### src/rtl/pmg_pkg.sv
package pmg_pkg;

   typedef enum logic [1:0] {
      KIND_FETCH      = 2'b00,
      KIND_TABLE      = 2'b01,
      KIND_PROG_ARRAY = 2'b10,
      KIND_PROG_SREG  = 2'b11
   } req_kind_e;

   typedef struct packed {
      logic allow;     // read may proceed
      logic use_sreg;  // return the security byte instead of memory data
      logic scramble;  // pass the returned byte through the key mixer
   } verdict_t;

endpackage

### src/rtl/pmg_sec_reg.sv
module pmg_sec_reg #(
   parameter int DATA_W      = 8,
   parameter int LOCK_BIT    = 0,
   parameter int INHIBIT_BIT = 1,
   parameter int ENC_BIT     = 2,
   parameter int GAIN_BIT    = 7
) (
   input  logic              clk,
   input  logic              rst_n,
   input  logic              erase_i,
   input  logic              sec_we_i,
   input  logic [DATA_W-1:0] sec_wdata_i,
   input  logic              key_we_i,
   input  logic [DATA_W-1:0] key_wdata_i,
   output logic [DATA_W-1:0] sec_q,
   output logic [DATA_W-1:0] key_q
);

   localparam logic [DATA_W-1:0] ONE       = DATA_W'(1);
   localparam logic [DATA_W-1:0] LIVE_MASK = (ONE << LOCK_BIT) | (ONE << INHIBIT_BIT)
                                           | (ONE << ENC_BIT)  | (ONE << GAIN_BIT);
   localparam logic [DATA_W-1:0] RSVD_MASK = ~LIVE_MASK;

   logic [DATA_W-1:0] sec_d;
   logic [DATA_W-1:0] key_d;

   // Programming only pulls live bits low; reserved bits are pinned high.
   always_comb begin
      sec_d = sec_q;
      if (erase_i)
         sec_d = '1;
      else if (sec_we_i)
         sec_d = sec_q & (sec_wdata_i | RSVD_MASK);
   end

   always_comb begin
      key_d = key_q;
      if (erase_i)
         key_d = '0;
      else if (key_we_i)
         key_d = key_wdata_i;
   end

   always_ff @(posedge clk or negedge rst_n) begin
      if (!rst_n) begin
         sec_q <= '1;
         key_q <= '0;
      end else begin
         sec_q <= sec_d;
         key_q <= key_d;
      end
   end

endmodule

### src/rtl/pmg_policy.sv
module pmg_policy
   import pmg_pkg::*;
#(
   parameter int ADDR_W      = 16,
   parameter int DATA_W      = 8,
   parameter int INT_DEPTH   = 16384,
   parameter int LOCK_BIT    = 0,
   parameter int INHIBIT_BIT = 1,
   parameter int ENC_BIT     = 2
) (
   input  req_kind_e         kind_i,
   input  logic              ext_code_i,
   input  logic [ADDR_W-1:0] addr_i,
   input  logic [DATA_W-1:0] sec_i,
   output verdict_t          verdict_o
);

   localparam logic [ADDR_W:0] INT_LIMIT = (ADDR_W+1)'(INT_DEPTH);

   logic hits_internal;
   logic locked;
   logic inhibit_on;
   logic scramble_on;

   assign hits_internal = {1'b0, addr_i} < INT_LIMIT;
   assign locked        = ~sec_i[LOCK_BIT];
   assign inhibit_on    = ~sec_i[INHIBIT_BIT];
   assign scramble_on   = ~sec_i[ENC_BIT];

   always_comb begin
      verdict_o = '{allow: 1'b1, use_sreg: 1'b0, scramble: 1'b0};
      unique case (kind_i)
         KIND_FETCH: ;
         KIND_TABLE:
            verdict_o.allow = ~(ext_code_i & inhibit_on & hits_internal);
         KIND_PROG_ARRAY: begin
            verdict_o.allow    = ~locked;
            verdict_o.scramble = scramble_on;
         end
         KIND_PROG_SREG: begin
            verdict_o.allow    = ~locked;
            verdict_o.use_sreg = 1'b1;
         end
         default: verdict_o.allow = 1'b0;
      endcase
   end

endmodule

### src/rtl/pmg_scrambler.sv
module pmg_scrambler #(
   parameter int DATA_W        = 8,
   parameter int SCRAMBLE_KIND = 1   // 0: pass-through, 1: XOR with key
) (
   input  logic [DATA_W-1:0] data_i,
   input  logic [DATA_W-1:0] key_i,
   input  logic              en_i,
   output logic [DATA_W-1:0] data_o
);

   generate
      if (SCRAMBLE_KIND == 1) begin : g_xor
         assign data_o = en_i ? (data_i ^ key_i) : data_i;
      end else begin : g_plain
         logic unused_scr;
         assign unused_scr = ^{key_i, en_i};
         assign data_o     = data_i;
      end
   endgenerate

endmodule

### src/rtl/pmem_guard.sv
module pmem_guard
   import pmg_pkg::*;
#(
   parameter int ADDR_W        = 16,
   parameter int DATA_W        = 8,
   parameter int INT_DEPTH     = 16384,
   parameter int LOCK_BIT      = 0,
   parameter int INHIBIT_BIT   = 1,
   parameter int ENC_BIT       = 2,
   parameter int GAIN_BIT      = 7,
   parameter int SCRAMBLE_KIND = 1
) (
   input  logic              clk,
   input  logic              rst_n,
   input  logic              erase_i,
   input  logic              sec_we_i,
   input  logic [DATA_W-1:0] sec_wdata_i,
   input  logic              key_we_i,
   input  logic [DATA_W-1:0] key_wdata_i,
   input  logic              req_valid_i,
   input  logic [1:0]        req_kind_i,
   input  logic              req_ext_code_i,
   input  logic [ADDR_W-1:0] req_addr_i,
   input  logic [DATA_W-1:0] mem_rdata_i,
   output logic              rsp_valid_o,
   output logic              rsp_allow_o,
   output logic [DATA_W-1:0] rsp_data_o,
   output logic              viol_o,
   output logic              osc_full_gain_o
);

   // Elaboration-time parameter checks
   generate
      if (INT_DEPTH < 1 || INT_DEPTH > (2 ** ADDR_W)) begin : g_bad_depth
         $error("pmem_guard: INT_DEPTH outside the address space");
      end
      if (LOCK_BIT >= DATA_W || INHIBIT_BIT >= DATA_W ||
          ENC_BIT >= DATA_W || GAIN_BIT >= DATA_W) begin : g_bad_pos
         $error("pmem_guard: security bit position beyond DATA_W");
      end
      if (LOCK_BIT == INHIBIT_BIT || LOCK_BIT == ENC_BIT || LOCK_BIT == GAIN_BIT ||
          INHIBIT_BIT == ENC_BIT || INHIBIT_BIT == GAIN_BIT || ENC_BIT == GAIN_BIT)
      begin : g_bad_overlap
         $error("pmem_guard: security bit positions overlap");
      end
      if (SCRAMBLE_KIND < 0 || SCRAMBLE_KIND > 1) begin : g_bad_kind
         $error("pmem_guard: unknown SCRAMBLE_KIND");
      end
   endgenerate

   logic [DATA_W-1:0] sec_q;
   logic [DATA_W-1:0] key_q;
   verdict_t          verdict;
   logic [DATA_W-1:0] src_byte;
   logic [DATA_W-1:0] mixed_byte;
   logic [DATA_W-1:0] out_byte;

   pmg_sec_reg #(
      .DATA_W      (DATA_W),
      .LOCK_BIT    (LOCK_BIT),
      .INHIBIT_BIT (INHIBIT_BIT),
      .ENC_BIT     (ENC_BIT),
      .GAIN_BIT    (GAIN_BIT)
   ) u_sec (
      .clk         (clk),
      .rst_n       (rst_n),
      .erase_i     (erase_i),
      .sec_we_i    (sec_we_i),
      .sec_wdata_i (sec_wdata_i),
      .key_we_i    (key_we_i),
      .key_wdata_i (key_wdata_i),
      .sec_q       (sec_q),
      .key_q       (key_q)
   );

   pmg_policy #(
      .ADDR_W      (ADDR_W),
      .DATA_W      (DATA_W),
      .INT_DEPTH   (INT_DEPTH),
      .LOCK_BIT    (LOCK_BIT),
      .INHIBIT_BIT (INHIBIT_BIT),
      .ENC_BIT     (ENC_BIT)
   ) u_policy (
      .kind_i      (req_kind_e'(req_kind_i)),
      .ext_code_i  (req_ext_code_i),
      .addr_i      (req_addr_i),
      .sec_i       (sec_q),
      .verdict_o   (verdict)
   );

   assign src_byte = verdict.use_sreg ? sec_q : mem_rdata_i;

   pmg_scrambler #(
      .DATA_W        (DATA_W),
      .SCRAMBLE_KIND (SCRAMBLE_KIND)
   ) u_scr (
      .data_i (src_byte),
      .key_i  (key_q),
      .en_i   (verdict.scramble),
      .data_o (mixed_byte)
   );

   assign out_byte = verdict.allow ? mixed_byte : '1;

   always_ff @(posedge clk or negedge rst_n) begin
      if (!rst_n) begin
         rsp_valid_o <= 1'b0;
         rsp_allow_o <= 1'b0;
         rsp_data_o  <= '1;
         viol_o      <= 1'b0;
      end else if (req_valid_i) begin
         rsp_valid_o <= 1'b1;
         rsp_allow_o <= verdict.allow;
         rsp_data_o  <= out_byte;
         viol_o      <= ~verdict.allow;
      end else begin
         rsp_valid_o <= 1'b0;
         rsp_allow_o <= 1'b0;
         rsp_data_o  <= '1;
         viol_o      <= 1'b0;
      end
   end

   assign osc_full_gain_o = sec_q[GAIN_BIT];

endmodule

### config.mk
export PLATFORM = sky130hd
export DESIGN_NAME = pmem_guard
export DESIGN_NICKNAME = d
export VERILOG_FILES = /design/src/rtl/pmg_pkg.sv /design/src/rtl/pmg_sec_reg.sv /design/src/rtl/pmg_policy.sv /design/src/rtl/pmg_scrambler.sv /design/src/rtl/pmem_guard.sv
export SDC_FILE = /design/constraint.sdc
export NUM_CORES = 1
export LEC_CHECK = 0
export BUFFER_PORTS_ARGS = -buffer_cell sky130_fd_sc_hd__buf_4
export CAP_MARGIN = 20
export CORE_ASPECT_RATIO = 1.2
export CORE_MARGIN = 4
export CORE_UTILIZATION = 44
export CTS_CLUSTER_DIAMETER = 200
export DETAILED_ROUTE_END_ITERATION = 10
export PLACE_DENSITY = 0.82
export SLEW_MARGIN = 10
export SYNTH_ARGS = -nofsm -noshare
export SYNTH_HDL_FRONTEND = slang
export SYNTH_SLANG_ARGS = --single-unit
### constraint.sdc
create_clock -name clk -period 1.9 [get_ports clk]
set_clock_uncertainty 0.05 [all_clocks]
set_input_delay 0.285 -clock clk [delete_from_list [all_inputs] [get_ports clk]]
set_output_delay 0.285 -clock clk [all_outputs]
set_load 0.1 [all_outputs]
After elaboration in Yosys (flattened, before gate mapping)

Cells that the tools add are included.

Input port bits: 49
Logic and storage cells: 35
Output and inout port bits: 12
Register bits after elaboration: 27

Order comparisons: 1
Mux-type cells: 14
Equal/unequal tests: 3
Reduce and logical (&&, ||, !) cells: 3
Bitwise operators: 8

Operators with widths:

| operator               | number |
|---|---|
| $mux W8                | 8 |
| $lt A16 B15 Y1 const B | 1 |
| $and A8 B8 Y8          | 1 |
| $xor A8 B8 Y8          | 1 |
| $mux W1                | 5 |
| $eq A2 B2 Y1 const B   | 2 |
| $not A1 Y1             | 4 |
| $reduce_bool A2 Y1     | 2 |
| $and A1 B1 Y1          | 2 |
| $eq A2 B1 Y1 const B   | 1 |
| $pmux W1 S2            | 1 |
| $reduce_or A2 Y1       | 1 |

Depth between registers and ports, before layout

Gate-level depths: netlist of the first run.

Word-level depth: 7
Mapped depth: 4
Mapped depth without buffers: 3

Hierarchy

Synthesis of the first run repeated with hierarchy kept, for this count alone.

Cell total of the unflattened synthesis: 98
Area total of the unflattened synthesis: 1272.5 µm²

Modules (own cells, without submodules):

| module        | seq. area each (µm²) | cells each | area an instance (µm²) | times used |
|---|---|---|---|---|
| pmg_sec_reg   | 331.6                | 43         | 544.3                  | 1 |
| pmem_guard    | 285.3                | 32         | 499.2                  | 1 |
| pmg_scrambler | 0.0                  | 17         | 191.4                  | 1 |
| pmg_policy    | 0.0                  | 6          | 37.5                   | 1 |

Least setup slack after synthesis of the first run

OpenSTA, ideal clock, no wires.

Kind: flip-flop to flip-flop
From: register u_sec.sec_q[1]
To: register rsp_data_o[0]
Clock period less this slack: 1.513 ns
Arrival: 1.403 ns
Path buffers: 0
Setup time: 0.060 ns
Cell stages (with the launch flop): 4
Slack: 0.387 ns
Cell sequence: dfstp_2 > or4b_4 > o311ai_4 > a221o_2

Longest elaborated chain between the ends: 7

Ends and longest elaborated chain:

| what                       | RTL line          | text |
|---|---|---|
| start, declared            | pmg_sec_reg.sv:15 | `output logic [DATA_W-1:0] sec_q,` |
| start signal, assigned     | pmg_sec_reg.sv:46 | `sec_q <= '1;` |
| start signal, assigned     | pmg_sec_reg.sv:49 | `sec_q <= sec_d;` |
| $not A1 Y1                 | pmg_policy.sv:27  | `assign inhibit_on = ~sec_i[INHIBIT_BIT];` |
| $and A1 B1 Y1 (2 in a row) | pmg_policy.sv:35  | `verdict_o.allow = ~(ext_code_i & inhibit_on & hits_internal);` |
| $not A1 Y1                 | pmg_policy.sv:35  |  |
| $pmux W1 S2                | pmg_policy.sv:32  | `unique case (kind_i)` |
| $mux W8                    | pmem_guard.sv:103 | `assign out_byte = verdict.allow ? mixed_byte : '1;` |
| $mux W8                    | pmem_guard.sv:111 | `end else if (req_valid_i) begin` |
| end signal, assigned       | pmem_guard.sv:114 | `rsp_data_o <= out_byte;` |
| end, declared              | pmem_guard.sv:27  | `output logic [DATA_W-1:0] rsp_data_o,` |

No other way between the ends.
A chain may end at the register's enable or synchronous reset.

Worst setup path after layout of the first run

From: register u_sec.sec_q[1]
To: register rsp_data_o[7]

Same word-level chain as after synthesis.

==> metrics, run 1 <==
Mapped Area=1177 um^2; Reg clk slew, reported paths=0.11 ns; Ant. Diodes=0; Final Max Tran Viols=0; Placement Setup Slack=0.2373 ns; max_cap viols=0; num rows=20; post-route ant nets=0; wire per inst=13.58 um; I/O pin count=61; crit start category=flip-flop; clock sink total=24; Worst VDD drop=0.5638 mV; Final Hold Fails=0; syn_area_per_cell=11.32 um^2; Syn Nets=153; #FFs+latches synth=24; via count=943; post-CTS setup buffers=0; Starting Density=46.13%; CTS H-tree lvls=1; leading cell type in the layout, fill and taps excluded=buf_4; CP endpoint kind=flip-flop; top area cells in the synthesized netlist=dfstp_2 29%, dfrtp_1 23%, a221o_2 7.7%; placed cells=172; area leader, netlist=dfstp_2; initial antenna violation count=0; worst hold margin=0.06457 ns; most frequent cells in the layout=42 x buf_4, 13 x dfstp_2, 11 x nor2_1, 11 x dfrtp_1; Synth Area in Simple Gates=13.71%; Post-CTS Hold Fix Bufs=1; RD Place Congestion=0.7201; maximum clock path buffer count=2; pwr dens=717.8 nW/um^2; area grow syn2layout=30.71%; fill cell count=223; pin count of the biggest net entering global routing=25; critical path type=flip-flop to flip-flop; synth warn=0; largest family of logic cells by synthesized area=compound AO/OA/AOI/OAI gates; Hold Path Class=input port to flip-flop; min-delay src=req_valid_i; critical path arrival=1.88 ns; Setup Total Neg Slack=0 ns; Cell Count, Final, Fillers Out=177; final layout net count=194; Highest Clock Rate=0.5966 GHz; CTS Root Cell=clkbuf_4; mux cell area share after synthesis=6.801%; vias per cell=5.328; post-synth top area share=29.01%; Buffers on Ports=42; crit path time final=1.676 ns; proportion of layout cells with a drive suffix above 1=49.31%; Rel. slew slack=68.67%; grt ovf=0; GRT Resource Usage Total=14.78%; Initial DRC Count=18; Core Util, Final=60.29%; TritonCTS Buffers=3; final setup violating endpoints=0; Die X=55.22 um; latest clock arrival within the worst-skew pair=0.30 ns; Required @ worst endpoint=2.10 ns; Pleak=0.6975 nW; post-route worst setup slack=0.2238 ns; vias in the first global route=1,013; Synth Area in XOR/XNOR=0%; Hold Path Depth=1; r2r endpoint=rsp_data_o[7]; RR Startpoint=u_sec.sec_q[1]; sequential area share after synthesis=52.39%; RSZ-0062 raised after global routing=false; global-route wire length before repair=4257 um; HPWL after detailed placement=1890 um; Placeable Area=2552 um^2; DRC Markers=0; PostCTS Resize Cnt=0; synth unique cells=23; first-pass iteration count of the detailed router=2; Final Cycle Share=88.22%; Compound-Gate Fraction of Synth Area=22.53%; Die ar.=3571 um^2; Reg2Reg Setup Slack=0.22 ns; CTS tree=yes; crit path max fanout=9; adder-cell share of the synthesized area=0%; Tightest Pin Transition=0.4689 ns; Syn Inst Count=104; Reg2Reg Depth=3; Hold Path End=rsp_valid_o; status=completed; die span in y=64.67 um; final wirelength=2404 um
logic make-up (layout without fill, tap and decap cells):
logic type      after synthesis  in the layout
simple gates                 29             29
compound gates               30             30
mux                           8              8
buf+inv                      13             53
flops                        24             24
flip-flops by register name, summed over array words and instances, names as in the netlist:
register,flops
rsp_data_o,8
rsp_valid_o,1
u_sec.sec_q,5
viol_o,1
u_sec.key_q,8
rsp_allow_o,1
worst max path at each step:
stage / from / to / cells past startpoint / slack [ns]
final: u_sec.sec_q[1] / rsp_data_o[7] / 3 / 0.22
after global routing: u_sec.sec_q[1] / rsp_data_o[1] / 3 / 0.15
after CTS: u_sec.sec_q[1] / rsp_data_o[7] / 3 / 0.21
after detailed placement: req_addr_i[15] / rsp_data_o[4] / 4 / 0.24
after global placement: req_addr_i[15] / rsp_data_o[7] / 4 / 0.26
after floorplan: u_sec.sec_q[1] / rsp_data_o[0] / 3 / 0.39
stage by stage:
step / instance area (um^2) / total power [mW]
2_1_floorplan: 1177 / 0.7941
3_3_place_gp: 1503 / 0.8859
3_5_place_dp: 1503 / 0.8948
4_1_cts: 1539 / 1.120
5_1_grt: 1539 / 1.166
6_report: 1539 / 1.105
power breakdown:
| part | leakage (nW) | switching (mW) | internal, mW |
|---|---|---|---|
| logic | 0.402 | 0.202 | 0.108 |
| clock network | 0.0150 | 0.138 | 0.0818 |
| registers | 0.281 | 0.0203 | 0.555 |
| total | 0.697 | 0.360 | 0.745 |
cells in the mapped netlist:
master / instances
a21boi_0: 1
a21o_1: 4
a21o_2: 1
a221o_2: 8
a22o_1: 2
a22o_2: 1
buf_2: 4
clkbuf_1: 3
dfrtp_1: 11
dfstp_2: 13
inv_1: 6
mux2i_1: 8
nand2_1: 1
nand2b_1: 5
nor2_1: 11
nor2b_1: 8
nor4b_1: 1
o21ai_0: 8
o311ai_4: 1
o41ai_1: 4
or2_2: 1
or3_1: 1
or4b_4: 1
worst max-delay path, stage by stage, from the launching register on:
cell,delay (ns)
dfstp_2,0.40
or4b_4,0.55
o311ai_4,0.43
a221o_2,0.20
cell type report:
type	count	area (um^2)	share of cell area, %
inverters	6	22.52	1.463
clock buffers	4	26.28	1.707
multi-input cells	67	506.7	32.93
flip-flops and latches	24	616.8	40.08
well taps	33	41.29	2.683
repair buffers	43	325.3	21.14
metal layers:
metal | share of wire, % | GRT usage [%] | wire length, um
met1 | 40 | 15.30 | 960
met2 | 53 | 27.07 | 1268
met3 | 4.2 | 2.988 | 102
met4 | 3.0 | 9.119 | 72
met5 | 0 | 0 | 0
(Power assumes the default switching activity.)
==> run 2: changes to the inputs <==
--- a/config.mk
+++ b/config.mk
@@ -9,10 +9,10 @@
 export CAP_MARGIN = 20
 export CORE_ASPECT_RATIO = 1.2
 export CORE_MARGIN = 4
-export CORE_UTILIZATION = 44
+export CORE_UTILIZATION = 48
 export CTS_CLUSTER_DIAMETER = 200
 export DETAILED_ROUTE_END_ITERATION = 10
-export PLACE_DENSITY = 0.82
+export PLACE_DENSITY = 0.88
 export SLEW_MARGIN = 10
 export SYNTH_ARGS = -nofsm -noshare
 export SYNTH_HDL_FRONTEND = slang
==> constraint.sdc (replaced) <==
create_clock -name clk -period 2.1 [get_ports clk]
set_clock_uncertainty 0.05 [all_clocks]
set_input_delay 0.315 -clock clk [delete_from_list [all_inputs] [get_ports clk]]
set_output_delay 0.315 -clock clk [all_outputs]
set_load 0.1 [all_outputs]
==> metrics, run 2 (synthesis results as in run 1) <==
Required @ worst endpoint=2.31 ns (+0.21 ns); Final Max Tran Viols=0 (unchanged); leading cell type in the layout, fill and taps excluded=buf_4; CP endpoint kind=flip-flop; global-route wire length before repair=3884 um (-8.8%); fill cell count=195 (-13%); final wirelength=2383 um (-0.87%); maximum clock path buffer count=2 (unchanged); post-CTS setup buffers=0 (unchanged); Top Metal Used=met4; Buffers on Ports=42 (unchanged); latest clock arrival within the worst-skew pair=0.31 ns (about the same); Post-CTS Hold Fix Bufs=1 (unchanged); grt ovf=0 (unchanged); Ant. Diodes=0 (unchanged); CTS H-tree lvls=1 (unchanged); RD Place Congestion=0.7271 (+0.97%); Core Util, Final=67.06% (+6.8 points); Pleak=0.7035 nW (+0.86%); Slowest cell on crit path=or4b_4; Worst VDD drop=0.4698 mV (-17%); CP max stage delay=0.55 ns (about the same); crit path time final=1.655 ns (-0.02119 ns); Largest regs=rsp_data_o: 8 flops, u_sec.key_q: 8 flops, u_sec.sec_q: 5 flops; Sequential Power Share=50.1% (-2.0 points); TritonCTS Buffers=3 (unchanged); CTS tree=yes; Die ar.=3313 um^2 (-7.2%); status=completed; critical path type=flip-flop to flip-flop; I/O pin count=61 (unchanged); Setup Total Neg Slack=0 ns (unchanged); Placement Cell Area=1500 um^2 (-0.17%); most frequent cells in the layout=42 x buf_4, 13 x dfstp_2, 11 x nor2_1, 11 x dfrtp_1; first-pass iteration count of the detailed router=4 (+2); Reg clk slew, reported paths=0.12 ns (about the same); placed cells=170 (-1.2%); clock sink total=24 (unchanged); ordered list of cells on the worst path=or4b_4 > o311ai_4 > a221o_2; Placement Setup Slack=0.4397 ns (+0.2023 ns); Placeable Area=2306 um^2 (-9.7%); area grow syn2layout=31.35%; RSZ-0062 raised after global routing=false; GRT Resource Usage Total=15.61% (+0.83 points); Rel. slew slack=69.98% (+1.3 points); Starting Density=51.06% (+4.9 points); DRC Markers=0 (unchanged); wire length on met1=888 um (-7.5%); final setup violating endpoints=0 (unchanged); PostCTS Resize Cnt=0 (unchanged); post-route ant nets=0 (unchanged); combinational share of power=27.0% (-1.1 points); Hold Path Class=input port to flip-flop; wire per inst=13.62 um (+0.26%); HPWL after detailed placement=1863 um (-1.4%); final layout net count=194 (unchanged); CTS Root Cell=clkbuf_4; via count=930 (-1.4%); Highest Clock Rate=0.6042 GHz (+1.3%); Cell Count, Final, Fillers Out=175 (-1.1%); design area=1546 um^2 (+0.49%); proportion of layout cells with a drive suffix above 1=50.00% (+0.69 points); die span in y=62.26 um (-3.7%); switching power=0.3320 mW (-7.7%); cell-internal power=0.7061 mW (-5.2%); crit path max fanout=9 (unchanged); vias in the first global route=889 (-12%); vias per cell=5.314 (-0.25%); post-route worst setup slack=0.4450 ns (+0.2212 ns); max_cap viols=0 (unchanged); critical path arrival=1.87 ns (about the same); crit start category=flip-flop; Final Hold Fails=0 (unchanged); Die X=53.21 um (-3.6%); WL met3=152 um (+49%); Tightest Pin Transition=0.4492 ns (-0.01964 ns); initial antenna violation count=0 (unchanged); met2 WL post-DR=1283 um (+1.2%); pwr dens=671.2 nW/um^2 (-6.5%); clock power share=22.9% (+3.0 points); num rows=19 (-5.0%); Initial DRC Count=17 (-1); pin count of the biggest net entering global routing=25 (unchanged); Final Cycle Share=78.81% (-9.4 points); switching portion of total power=31.98% (-0.57 points)
==> run 2: cell counts in the layout (fill, tap and decap cells not counted) <==
No cell type changed its count.
==> run 2: path summary, 6_finish.rpt <==
kind | start | depth (start not counted) | slack, ns | endpoint
setup / recovery | u_sec.sec_q[1] | 3 | 0.44 | rsp_data_o[4]
hold / removal | req_valid_i | 1 | 0.08 | rsp_valid_o
setup reg to reg | u_sec.sec_q[1] | 3 | 0.44 | rsp_data_o[4]
hold reg to reg | u_sec.sec_q[0] | 1 | 0.48 | u_sec.sec_q[0]
max in group asynchronous | rst_n | 2 | 1.34 | rsp_data_o[7]
min in group asynchronous | rst_n | 2 | 0.37 | u_sec.key_q[7]
==> run 2: cell type report <==
type | instances | area (um^2) | area share (%)
flip-flops and latches | 24 | 616.8 | 39.89
multi-input cells | 67 | 506.7 | 32.77
repair buffers | 43 | 325.3 | 21.04
well taps | 31 | 38.79 | 2.508
clock buffers | 4 | 36.28 | 2.346
inverters | 6 | 22.52 | 1.456
==> run 2: metrics by stage <==
stage                     hold WS (ns)  total power, mW
after floorplan               -0.03059           0.7185
after global placement          0.1676           0.8009
after detailed placement        0.1686           0.8082
after CTS                      0.07280            1.051
after global routing           0.06413            1.086
final                          0.08194            1.038
==> run 2: per-layer routing <==
| layer | up-vias | global-route usage (%) |
|---|---|---|
| li1 | 451 | - |
| met1 | 440 | 18.29 |
| met2 | 31 | 25.77 |
| met3 | 8 | 2.632 |
| met4 | 0 | 8.946 |
| met5 | - | 0 |
==> run 2: power by group through the flow <==
stage	combinational [mW]	sequential, mW	clock (mW)
CTS	0.282	0.520	0.249
detailed placement	0.280	0.528	0
global placement	0.274	0.527	0
finish	0.280	0.520	0.237
global route	0.298	0.524	0.264
floorplan	0.0792	0.639	0
==> run 2: worst max-delay path: cells and delay by family (launching register included) <==
kind	cells	cell delay, ns
AO/OA/AOI/OAI	2	0.61
flip-flops	1	0.40
AND/OR/NAND/NOR	1	0.55
==> run 3: changes to the inputs <==
--- a/config.mk
+++ b/config.mk
@@ -5,14 +5,15 @@
 export SDC_FILE = /design/constraint.sdc
 export NUM_CORES = 1
 export LEC_CHECK = 0
+export ABC_AREA = 1
 export BUFFER_PORTS_ARGS = -buffer_cell sky130_fd_sc_hd__buf_4
 export CAP_MARGIN = 20
 export CORE_ASPECT_RATIO = 1.2
 export CORE_MARGIN = 4
-export CORE_UTILIZATION = 48
+export CORE_UTILIZATION = 45
 export CTS_CLUSTER_DIAMETER = 200
 export DETAILED_ROUTE_END_ITERATION = 10
-export PLACE_DENSITY = 0.88
+export PLACE_DENSITY = 0.82
 export SLEW_MARGIN = 10
 export SYNTH_ARGS = -nofsm -noshare
 export SYNTH_HDL_FRONTEND = slang
==> constraint.sdc (replaced) <==
create_clock -name clk -period 1.7 [get_ports clk]
set_clock_uncertainty 0.05 [all_clocks]
set_input_delay 0.255 -clock clk [delete_from_list [all_inputs] [get_ports clk]]
set_output_delay 0.255 -clock clk [all_outputs]
set_load 0.1 [all_outputs]
==> metrics, run 3 <==
Hold Path Depth=2 (+1); RD Place Congestion=0.7973 (+9.7%); Final Hold Fails=0 (unchanged); max_cap viols=0 (unchanged); die span in y=66.11 um (+6.2%); CTS Root Cell=clkbuf_4; top area cells in the synthesized netlist=dfstp_2 27%, dfrtp_1 22%, nand2_1 12%; CTS H-tree lvls=1 (unchanged); Final Max Tran Viols=0 (unchanged); Reg2Reg Setup Slack=0.49 ns (+0.05 ns); Mapped Area=1266 um^2 (+7.5%); Synth Area in XOR/XNOR=0% (unchanged); Synth Flop Type=dfstp_2; initial antenna violation count=0 (unchanged); maximum clock path buffer count=2 (unchanged); Hold Path End=u_sec.sec_q[5]; Hold Path Class=input port to flip-flop; post-synth top area share=26.98% (-2.0 points); Pleak=0.8590 nW (+22%); cell family with most CP delay=flip-flops; Initial DRC Count=28 (+11); synth unique cells=21 (-8.7%); ordered list of cells on the worst path=buf_4; critical path type=flip-flop to output port; top cells by count, synth=42 x nand2_1, 27 x nor2_1, 23 x inv_1; Syn Nets=218 (+42%); Placeable Area=2603 um^2 (+13%); post-CTS setup buffers=0 (unchanged); design area=1630 um^2 (+5.4%); proportion of layout cells with a drive suffix above 1=30.95% (-19 points); RSZ-0062 raised after global routing=false; Die ar.=3730 um^2 (+13%); min-delay src=erase_i; most numerous cell in the Yosys netlist=nand2_1; vias per cell=4.634 (-13%); GRT Resource Usage Total=14.96% (-0.65 points); Required @ worst endpoint=1.39 ns (-0.92 ns); global-route wire length before repair=4498 um (+16%); area grow syn2layout=28.75%; via count=1,126 (+21%); final layout net count=260 (+34%); syn_area_per_cell=7.492 um^2 (-34%); most frequent cells in the layout=42 x nand2_1, 42 x buf_4, 27 x nor2_1; pin count of the biggest net entering global routing=25 (unchanged); EDFF count, synth=0 (unchanged); Reg2Reg Depth=6 (+3); Placement Cell Area=1574 um^2 (+4.9%); crit path time final=1.482 ns; synth warn=0 (unchanged); Slowest cell on crit path=dfstp_2; Tightest Pin Transition=0.3631 ns (-0.08609 ns); Worst VDD drop=0.4237 mV (-9.8%); Setup Total Neg Slack=0 ns (unchanged); #FFs+latches synth=24 (unchanged); Buf+Inv Stages, Crit Path=1 (+1); TritonCTS Buffers=3 (unchanged); crit start category=flip-flop; clock sink total=24 (unchanged); CP max stage delay=0.57 ns (+0.02 ns); Buffers on Ports=42 (unchanged); largest family of logic cells by synthesized area=simple AND/OR/NAND/NOR gates; worst hold margin=0.08787 ns (+0.005932 ns); Rel. slew slack=75.73% (+5.8 points); Compound-Gate Fraction of Synth Area=5.138% (-17 points); area leader, netlist=dfstp_2; adder-cell share of the synthesized area=0% (unchanged); Post-synth ARST share=100.0% (unchanged); r2r endpoint=rsp_data_o[7]; Starting Density=48.65% (-2.4 points); I/O pin count=61 (unchanged); num rows=20 (+1); vias in the first global route=1,049 (+18%); Largest regs=rsp_data_o: 8 flops, u_sec.key_q: 8 flops, u_sec.sec_q: 5 flops; sequential area share after synthesis=48.72% (-3.7 points); CTS tree=yes; DRC Markers=0 (unchanged); fill cell count=259 (+33%); crit path max fanout=4 (-5); Highest Clock Rate=0.6747 GHz; HPWL after detailed placement=1964 um (+5.4%); Synth Area in Simple Gates=34.68% (+21 points); latest clock arrival within the worst-skew pair=0.31 ns (about the same); post-route ant nets=0 (unchanged); pwr dens=789.1 nW/um^2 (+18%); first-pass iteration count of the detailed router=4 (unchanged); grt ovf=0 (unchanged); critical path arrival=1.18 ns (-0.69 ns); status=completed; Die X=56.43 um (+6.0%); wire per inst=10.37 um (-24%); Crit. path cell count=1 (-2); mux cell area share after synthesis=0% (-6.8 points); CP endpoint kind=output port; Syn Inst Count=169 (+63%); final setup violating endpoints=0 (unchanged); final wirelength=2520 um (+5.7%); RR Startpoint=u_sec.sec_q[2]; Power Total=1.286 mW (+24%); Reg clk slew, reported paths=0.12 ns (about the same); Ant. Diodes=0 (unchanged); Final Cycle Share=87.18%
==> run 3: worst max-delay path by stage <==
stage                         from              end  slack (ns)
global placement     req_kind_i[1]    rsp_data_o[6]        0.39
finish              u_sec.sec_q[7]  osc_full_gain_o        0.22
global route        u_sec.sec_q[7]  osc_full_gain_o        0.19
floorplan           u_sec.sec_q[7]    rsp_data_o[7]        0.35
detailed placement   req_kind_i[1]    rsp_data_o[6]        0.38
CTS                 u_sec.sec_q[7]  osc_full_gain_o        0.22
==> run 3: power by group <==
group,internal [mW],switching (mW),leakage [nW]
logic,0.108,0.247,0.557
registers,0.619,0.0160,0.281
clock network,0.131,0.165,0.0210
total,0.858,0.428,0.859
==> run 3: through the flow <==
step                      util (%)  setup WS (ns)  cells
final                        62.64         0.2179    243
after detailed placement     60.48         0.3773    237
after CTS                    62.26         0.2187    242
after global placement       60.48         0.3881    237
after floorplan                  -         0.3470    169
after global routing         62.64         0.1928    243
==> run 3: cell families after synthesis <==
| logic type | Yosys count |
|---|---|
| compound gates | 13 |
| buf+inv | 32 |
| flops | 24 |
| simple gates | 100 |
==> run 3: layer usage <==
metal / GRT usage [%] / vias to the layer above / routed length, um / part of all wire [%]
met3: 2.344 / 3 / 129 / 5.1
met5: 0 / - / 0 / 0
met4: 3.561 / 0 / 16 / 0.63
met2: 26.73 / 31 / 1299 / 52
met1: 18.79 / 482 / 1074 / 43
li1: - / 610 / - / -
==> run 3: layout make-up <==
| class | instances | area [um^2] | share of cell area, % |
|---|---|---|---|
| Tap cell | 33 | 41.29 | 2.533 |
| Multi-Input combinational cell | 113 | 504.2 | 30.93 |
| Clock buffer | 4 | 36.28 | 2.226 |
| Sequential cell | 24 | 616.8 | 37.84 |
| Timing Repair Buffer | 44 | 335.3 | 20.57 |
| Inverter | 25 | 96.34 | 5.909 |
==> run 3: what timing repair did <==
action                                 4_1_cts  5_1_grt
hold buffers                                 1        1
endpoints found under the hold margin       11        1
resized for setup                            0        0
==> run 3: worst register-to-register path, cell delays in order (launching register included) <==
cell and delay (ns):
dfstp_2 0.40, inv_2 0.13, nand3_1 0.17, nor2_1 0.15, nor2_1 0.06, nor2_1 0.11, nand2_1 0.07
